File: src/rtl/irq_router_pkg.sv
package irq_router_pkg;

  localparam int unsigned REG_AW = 3;

  typedef enum logic [REG_AW-1:0] {
    REG_STAT  = 3'd0,
    REG_ENAB  = 3'd1,
    REG_TRIG  = 3'd2,
    REG_POLA  = 3'd3,
    REG_ROUTE = 3'd4,
    REG_MSTAT = 3'd5,
    REG_PIDX  = 3'd6
  } reg_sel_e;

endpackage

File: src/rtl/irq_sync.sv
module irq_sync #(
  parameter int unsigned     W       = 32,
  parameter int unsigned     STAGES  = 2,
  parameter logic [W-1:0]    RST_VAL = '1
) (
  input  logic         clk,
  input  logic         rst,
  input  logic [W-1:0] d,
  output logic [W-1:0] q
);

  logic [W-1:0] stage_q [STAGES];

  generate
    for (genvar g = 0; g < STAGES; g++) begin : g_stage
      if (g == 0) begin : g_first
        always_ff @(posedge clk) begin
          if (rst) stage_q[g] <= RST_VAL;
          else     stage_q[g] <= d;
        end
      end else begin : g_next
        always_ff @(posedge clk) begin
          if (rst) stage_q[g] <= RST_VAL;
          else     stage_q[g] <= stage_q[g-1];
        end
      end
    end
  endgenerate

  assign q = stage_q[STAGES-1];

endmodule

File: src/rtl/irq_detect.sv
module irq_detect #(
  parameter int unsigned  N       = 32,
  parameter logic [N-1:0] RST_VAL = '1
) (
  input  logic         clk,
  input  logic         rst,
  input  logic [N-1:0] lvl,
  input  logic [N-1:0] trig,
  input  logic [N-1:0] pol,
  output logic [N-1:0] set_vec
);

  logic [N-1:0] prev_q;

  always_ff @(posedge clk) begin
    if (rst) prev_q <= RST_VAL;
    else     prev_q <= lvl;
  end

  generate
    for (genvar b = 0; b < N; b++) begin : g_bit
      logic active;
      logic edge_hit;
      assign active   = pol[b] ? lvl[b] : ~lvl[b];
      assign edge_hit = pol[b] ? (lvl[b] & ~prev_q[b]) : (~lvl[b] & prev_q[b]);
      assign set_vec[b] = trig[b] ? edge_hit : active;
    end
  endgenerate

endmodule

File: src/rtl/irq_prio.sv
module irq_prio #(
  parameter int unsigned N     = 32,
  parameter int unsigned IDX_W = $clog2(N + 1)
) (
  input  logic [N-1:0]     masked,
  output logic [IDX_W-1:0] idx
);

  localparam logic [IDX_W-1:0] NONE_IDX = IDX_W'(N);

  always_comb begin
    idx = NONE_IDX;
    for (int s = N - 1; s >= 0; s--) begin
      if (masked[N-1-s]) idx = IDX_W'(s);
    end
  end

endmodule

File: src/rtl/irq_router.sv
module irq_router
  import irq_router_pkg::*;
#(
  parameter int unsigned        NUM_SRC     = 32,
  parameter int unsigned        SYNC_STAGES = 2,
  parameter logic [NUM_SRC-1:0] RSVD_MASK   = 32'h0000_7000,
  parameter logic [NUM_SRC-1:0] IDLE_LEVEL  = '1
) (
  input  logic               clk,
  input  logic               rst,
  input  logic [NUM_SRC-1:0] req_in,
  input  logic               bus_sel,
  input  logic               bus_wr,
  input  logic [REG_AW-1:0]  bus_addr,
  input  logic [NUM_SRC-1:0] bus_wdata,
  output logic [NUM_SRC-1:0] bus_rdata,
  output logic               irq_norm,
  output logic               irq_crit
);

  localparam int unsigned IDX_W = $clog2(NUM_SRC + 1);

  logic [NUM_SRC-1:0] status_q, enable_q, trig_q, pol_q, route_q;
  logic [NUM_SRC-1:0] lvl_sync, set_raw, set_vec, masked, clr_vec;
  logic [IDX_W-1:0]   pidx;
  logic               wr_hit, rd_hit;
  reg_sel_e           sel;

  assign sel    = reg_sel_e'(bus_addr);
  assign wr_hit = bus_sel & bus_wr;
  assign rd_hit = bus_sel & ~bus_wr;

  irq_sync #(.W(NUM_SRC), .STAGES(SYNC_STAGES), .RST_VAL(IDLE_LEVEL)) u_sync (
    .clk (clk),
    .rst (rst),
    .d   (req_in),
    .q   (lvl_sync)
  );

  irq_detect #(.N(NUM_SRC), .RST_VAL(IDLE_LEVEL)) u_detect (
    .clk     (clk),
    .rst     (rst),
    .lvl     (lvl_sync),
    .trig    (trig_q),
    .pol     (pol_q),
    .set_vec (set_raw)
  );

  assign set_vec = set_raw & ~RSVD_MASK;
  assign clr_vec = (wr_hit && sel == REG_STAT) ? bus_wdata : '0;
  assign masked  = status_q & enable_q;

  irq_prio #(.N(NUM_SRC), .IDX_W(IDX_W)) u_prio (
    .masked (masked),
    .idx    (pidx)
  );

  // status: a set event outranks a clear on the same edge
  always_ff @(posedge clk) begin
    if (rst) status_q <= '0;
    else     status_q <= ((status_q & ~clr_vec) | set_vec) & ~RSVD_MASK;
  end

  always_ff @(posedge clk) begin
    if (rst) begin
      enable_q <= '0;
      trig_q   <= '0;
      pol_q    <= '0;
      route_q  <= '1;
    end else if (wr_hit) begin
      case (sel)
        REG_ENAB:  enable_q <= bus_wdata & ~RSVD_MASK;
        REG_TRIG:  trig_q   <= bus_wdata;
        REG_POLA:  pol_q    <= bus_wdata;
        REG_ROUTE: route_q  <= bus_wdata;
        default:   ;
      endcase
    end
  end

  always_ff @(posedge clk) begin
    if (rst) begin
      bus_rdata <= '0;
    end else if (rd_hit) begin
      case (sel)
        REG_STAT:  bus_rdata <= status_q;
        REG_ENAB:  bus_rdata <= enable_q;
        REG_TRIG:  bus_rdata <= trig_q;
        REG_POLA:  bus_rdata <= pol_q;
        REG_ROUTE: bus_rdata <= route_q;
        REG_MSTAT: bus_rdata <= masked;
        REG_PIDX:  bus_rdata <= NUM_SRC'(pidx);
        default:   bus_rdata <= '0;
      endcase
    end
  end

  always_ff @(posedge clk) begin
    if (rst) begin
      irq_norm <= 1'b0;
      irq_crit <= 1'b0;
    end else begin
      irq_norm <= |(masked & route_q);
      irq_crit <= |(masked & ~route_q);
    end
  end

endmodule

File: config.mk
export PLATFORM = sky130hd
export DESIGN_NAME = irq_router
export DESIGN_NICKNAME = d
export VERILOG_FILES = /design/src/rtl/irq_router_pkg.sv /design/src/rtl/irq_sync.sv /design/src/rtl/irq_detect.sv /design/src/rtl/irq_prio.sv /design/src/rtl/irq_router.sv
export SDC_FILE = /design/constraint.sdc
export NUM_CORES = 1
export LEC_CHECK = 0
export BUFFER_PORTS_ARGS = -buffer_cell sky130_fd_sc_hd__buf_2
export CORE_AREA = 2 2 166 168
export DETAILED_ROUTE_END_ITERATION = 16
export DIE_AREA = 0 0 168 170
export PLACE_DENSITY = 0.71
export SLEW_MARGIN = 40
export SYNTH_ARGS = -nofsm -noshare
export SYNTH_HDL_FRONTEND = slang
export SYNTH_SLANG_ARGS = --single-unit
export TNS_END_PERCENT = 1
File: constraint.sdc
create_clock -name clk -period 4 [get_ports clk]
set_input_delay 0.4 -clock clk [delete_from_list [all_inputs] [get_ports clk]]
set_output_delay 0.4 -clock clk [all_outputs]
set_load 0.05 [all_outputs]
==> metrics.md <==
| Metric | Value |
|---|---|
| Commonest register cell after synthesis | `sky130_fd_sc_hd__dfxtp_1` |
| DRC Markers | `0` |
| Number of placement rows | `60` |
| EDFF count, synth | `0` |
| Top cell types by occurrence after synthesis | `379 x sky130_fd_sc_hd__nand2_1, 275 x sky130_fd_sc_hd__dfxtp_1, 144 x sky130_fd_sc_hd__a21oi_1, 87 x sky130_fd_sc_hd__or2_2, 67 x sky130_fd_sc_hd__nor2b_1` |
| Sinks on the clock net | `approximately 280` |
| Max Slew Vio Count | `0` |
| Violation count after the first detailed-route iteration | `988` |
| Ratio of cells with drive above 1 in the final layout | `a little under a fifth` |
| Register area share after synthesis | `between 40% and 50%` |
| Clock-pin transition on the worst setup and hold timing paths | `approximately 60 ps` |
| Required time of the critical path | `about 4400 ps` |
| Met3 track demand over resource in global routing | `under 10%` |
| Via count of the first global-routing pass | `9,798` |
| Total half-perimeter wirelength after legalization and detailed placement | `between 20,000 and 25,000 um` |
| Count of H-tree levels built during CTS | `1` |
| Worst Skew | `15.0 ps` |
| Antenna violations before repair | `0` |
| Final total power | `6.17 mW` |
| Finished Layout Cells | `1,871` |
| Detailed-routing iteration count for the pre-antenna-repair pass | `8` |
| Cell with the most instances after synthesis | `sky130_fd_sc_hd__nand2_1` |
| Syn_area_per_cell | `a little over 8 um2` |
| Overall die area | `0.0286 mm2` |
| Syn_nets | `1,519` |
| Number of fill cells | `approximately 2,600` |
| Max-capacitance violation count | `0` |
| Growth of design area from synthesis to finish | `13.7%` |
| Slack of the worst reg-to-reg path | `2070 ps` |
| Highest net fanout along the worst path | `43` |
| Average vias per placed instance | `5.70` |
| Clock network latency to the later pin of the worst-skew pair | `560 ps` |
| Most area-consuming cells after synthesis | `sky130_fd_sc_hd__dfxtp_1 46%, sky130_fd_sc_hd__nand2_1 12%, sky130_fd_sc_hd__a21oi_1 6.1%` |
| Wire length of the first global-routing pass | `53,400 um` |
| Synth Instances | `between 1,000 and 1,500` |
| Accumulated negative setup slack | `0 ps` |
| Category of the critical setup timing path | `primary input to flip-flop` |
| Share of flip-flops with an asynchronous set or reset after synthesis | `0%` |
| Total number of vias | `between 10,000 and 15,000` |
| Result of the run | `finished clean` |
| Tightest Pin Transition | `between 800 and 900 ps` |
| NumNets Final | `1,577` |
| Routed Wire Length | `~34,000 um` |
| Post-CTS Repair Setup Buffers | `0` |
| Kind of path behind the tightest hold check | `primary input to flip-flop` |
| Endpoint class of the critical path | `flip-flop` |
| Clock tree from TritonCTS | `yes` |
| Deepest clock path buffer count | `3` |
| GR met2 Demand/Resource | `36.6%` |
| Overall die height | `around 170 um` |
| Die width | `about 170 um` |
| Static power due to leakage | `roughly 4.8 nW` |
| Effective utilization at floorplan | `between 40% and 50%` |
| Pin count of the biggest net entering global routing | `139` |
| Final-layout worst hold slack | `25.5 ps` |
| Post-synthesis instance area | `between 0.01 and 0.015 mm2` |
| Portion of synthesized cell area occupied by the leading cell type | `46.2%` |
| Worst slew margin | `43.4%` |
| Final RePlAce weighted congestion | `around 0.95` |
| Power density normalized to cell area | `roughly 460 mW/mm2` |
| Maximum resistive drop on vdd | `around 0.28 mV` |
| Total of flip-flops plus latches after synthesis | `roughly 280` |
| IO buf count | `approximately 100` |
| Number of primary I/O pins | `between 100 and 150` |
| Antenna diode count | `0` |
| CTS buffer count | `30` |
| Worst EP arrival | `2660 ps` |
| Ys Warns | `0` |
| Final setup viols | `0` |
| Cell chosen for the clock root | `sky130_fd_sc_hd__clkbuf_16` |
| Share of the clock period used by the worst path | `a little under three fifths` |
| Clock period minus final worst setup slack | `2260 ps` |
| Count of cells resized by post-cts repair | `0` |
| Post-synth top area cell | `sky130_fd_sc_hd__dfxtp_1` |
| Global route overflow | `0` |
| Core Footprint | `approximately 0.027 mm2` |
| Fmax | `around 440 MHz` |
| Yosys cell types | `58` |
| RSZ-0062 raised after global routing | `no` |
| Overall routing resource usage | `approximately 23%` |
| Hold Fails Final Rpt | `0` |
| Final design utilization | `around 50%` |
| Avg WL per Cell | `18.1 um` |
| Number of routed nets with antenna violations | `0` |
| Top Usage Layer GRT | `met2` |
| Instance count after placement with tap cells included | `1,815` |
| Startpoint Class | `primary input` |
| Post-CTS Hold Fix Bufs | `0` |
| Met1 Use GR | `about a third` |
metrics by stage:
step           area (um2)  setup slack [ps]
2_1_floorplan       11900              2460
3_3_place_gp        12500              1310
3_5_place_dp        12500              1330
4_1_cts             13500              1870
5_1_grt             13500              1580
6_report            13500              1740
cells in the final DEF (no fill, tap or decap), types with 3 or more instances in the layout:
cell / count
sky130_fd_sc_hd__nand2_1: 379
sky130_fd_sc_hd__dfxtp_1: 275
sky130_fd_sc_hd__a21oi_1: 144
sky130_fd_sc_hd__buf_2: 100
sky130_fd_sc_hd__or2_2: 87
sky130_fd_sc_hd__nor2b_1: 66
sky130_fd_sc_hd__nor3_1: 43
sky130_fd_sc_hd__nand3_1: 41
sky130_fd_sc_hd__a31oi_1: 32
sky130_fd_sc_hd__nor2_1: 32
sky130_fd_sc_hd__a211o_1: 32
sky130_fd_sc_hd__clkbuf_16: 31
sky130_fd_sc_hd__mux2i_1: 25
sky130_fd_sc_hd__o21ai_0: 24
sky130_fd_sc_hd__a221oi_1: 20
sky130_fd_sc_hd__buf_4: 20
sky130_fd_sc_hd__a22oi_1: 16
sky130_fd_sc_hd__o22ai_1: 15
sky130_fd_sc_hd__o211ai_1: 14
sky130_fd_sc_hd__a32oi_1: 14
sky130_fd_sc_hd__nand2b_1: 13
sky130_fd_sc_hd__nand4_1: 8
sky130_fd_sc_hd__clkbuf_1: 8
sky130_fd_sc_hd__mux2_2: 7
sky130_fd_sc_hd__clkinv_2: 7
sky130_fd_sc_hd__a22o_1: 6
sky130_fd_sc_hd__nor4_1: 5
sky130_fd_sc_hd__clkbuf_8: 5
sky130_fd_sc_hd__inv_1: 4
sky130_fd_sc_hd__o221ai_1: 4
sky130_fd_sc_hd__a32o_1: 3
sky130_fd_sc_hd__bufinv_16: 3
layer usage:
layer / up-vias / part of all wire, % / wire, um
li1: 5173 / - / -
met4: 0 / 2.1 / 696
met2: 390 / 45 / 15100
met3: 58 / 8.7 / 2960
met1: 5047 / 44 / 15100
met5: - / 0 / 0
final cells by class:
type,count,area (um2),area share [%]
Clock buffer,44,875,6.46
Clock inverter,12,141,1.04
Inverter,6,22.5,0.166
Multi-Input combinational cell,1072,5900,43.6
Sequential cell,275,5510,40.7
Tap cell,341,427,3.15
Timing Repair Buffer,121,666,4.92
state kept, by name, indices dropped and copies added (netlist names), 29 cells and up:
register / count
u_sync.stage_q: 58
bus_rdata: 32
pol_q: 32
route_q: 32
trig_q: 32
enable_q: 29
status_q: 29
u_detect.prev_q: 29
critical path, cell delays in order:
cell	delay, ps
sky130_fd_sc_hd__buf_2	530
sky130_fd_sc_hd__buf_4	590
sky130_fd_sc_hd__o21ai_0	220
sky130_fd_sc_hd__a221oi_1	750
sky130_fd_sc_hd__nor3_1	120
report_power, final:
group	switching, mW	internal (mW)	total [mW]
combinational	0.306	0.156	0.463
sequential	0.0806	2.83	2.91
clock	1.10	1.70	2.80
final timing paths:
path / from / to / cells after the start
hold reg to reg: u_sync.stage_q[0][10]$_SDFF_PP1_ / u_sync.stage_q[1][10]$_SDFF_PP1_ / 1
setup reg to reg: status_q[2]$_SDFF_PP0_ / bus_rdata[0]$_SDFFE_PP0P_ / 5
setup / recovery: bus_addr[0] / bus_rdata[17]$_SDFFE_PP0P_ / 5
hold / removal: req_in[15] / u_sync.stage_q[0][15]$_SDFF_PP1_ / 2
cells by family (layout without fill, tap and decap cells):
kind of cell,Yosys count,after routing,share of synthesized area (%)
mux,32,32,2.76
compound gates,346,346,19.1
buf+inv,101,183,4.43
flops,275,275,46.2
simple gates,694,694,27.4
Power figures use the tool's default switching activity.
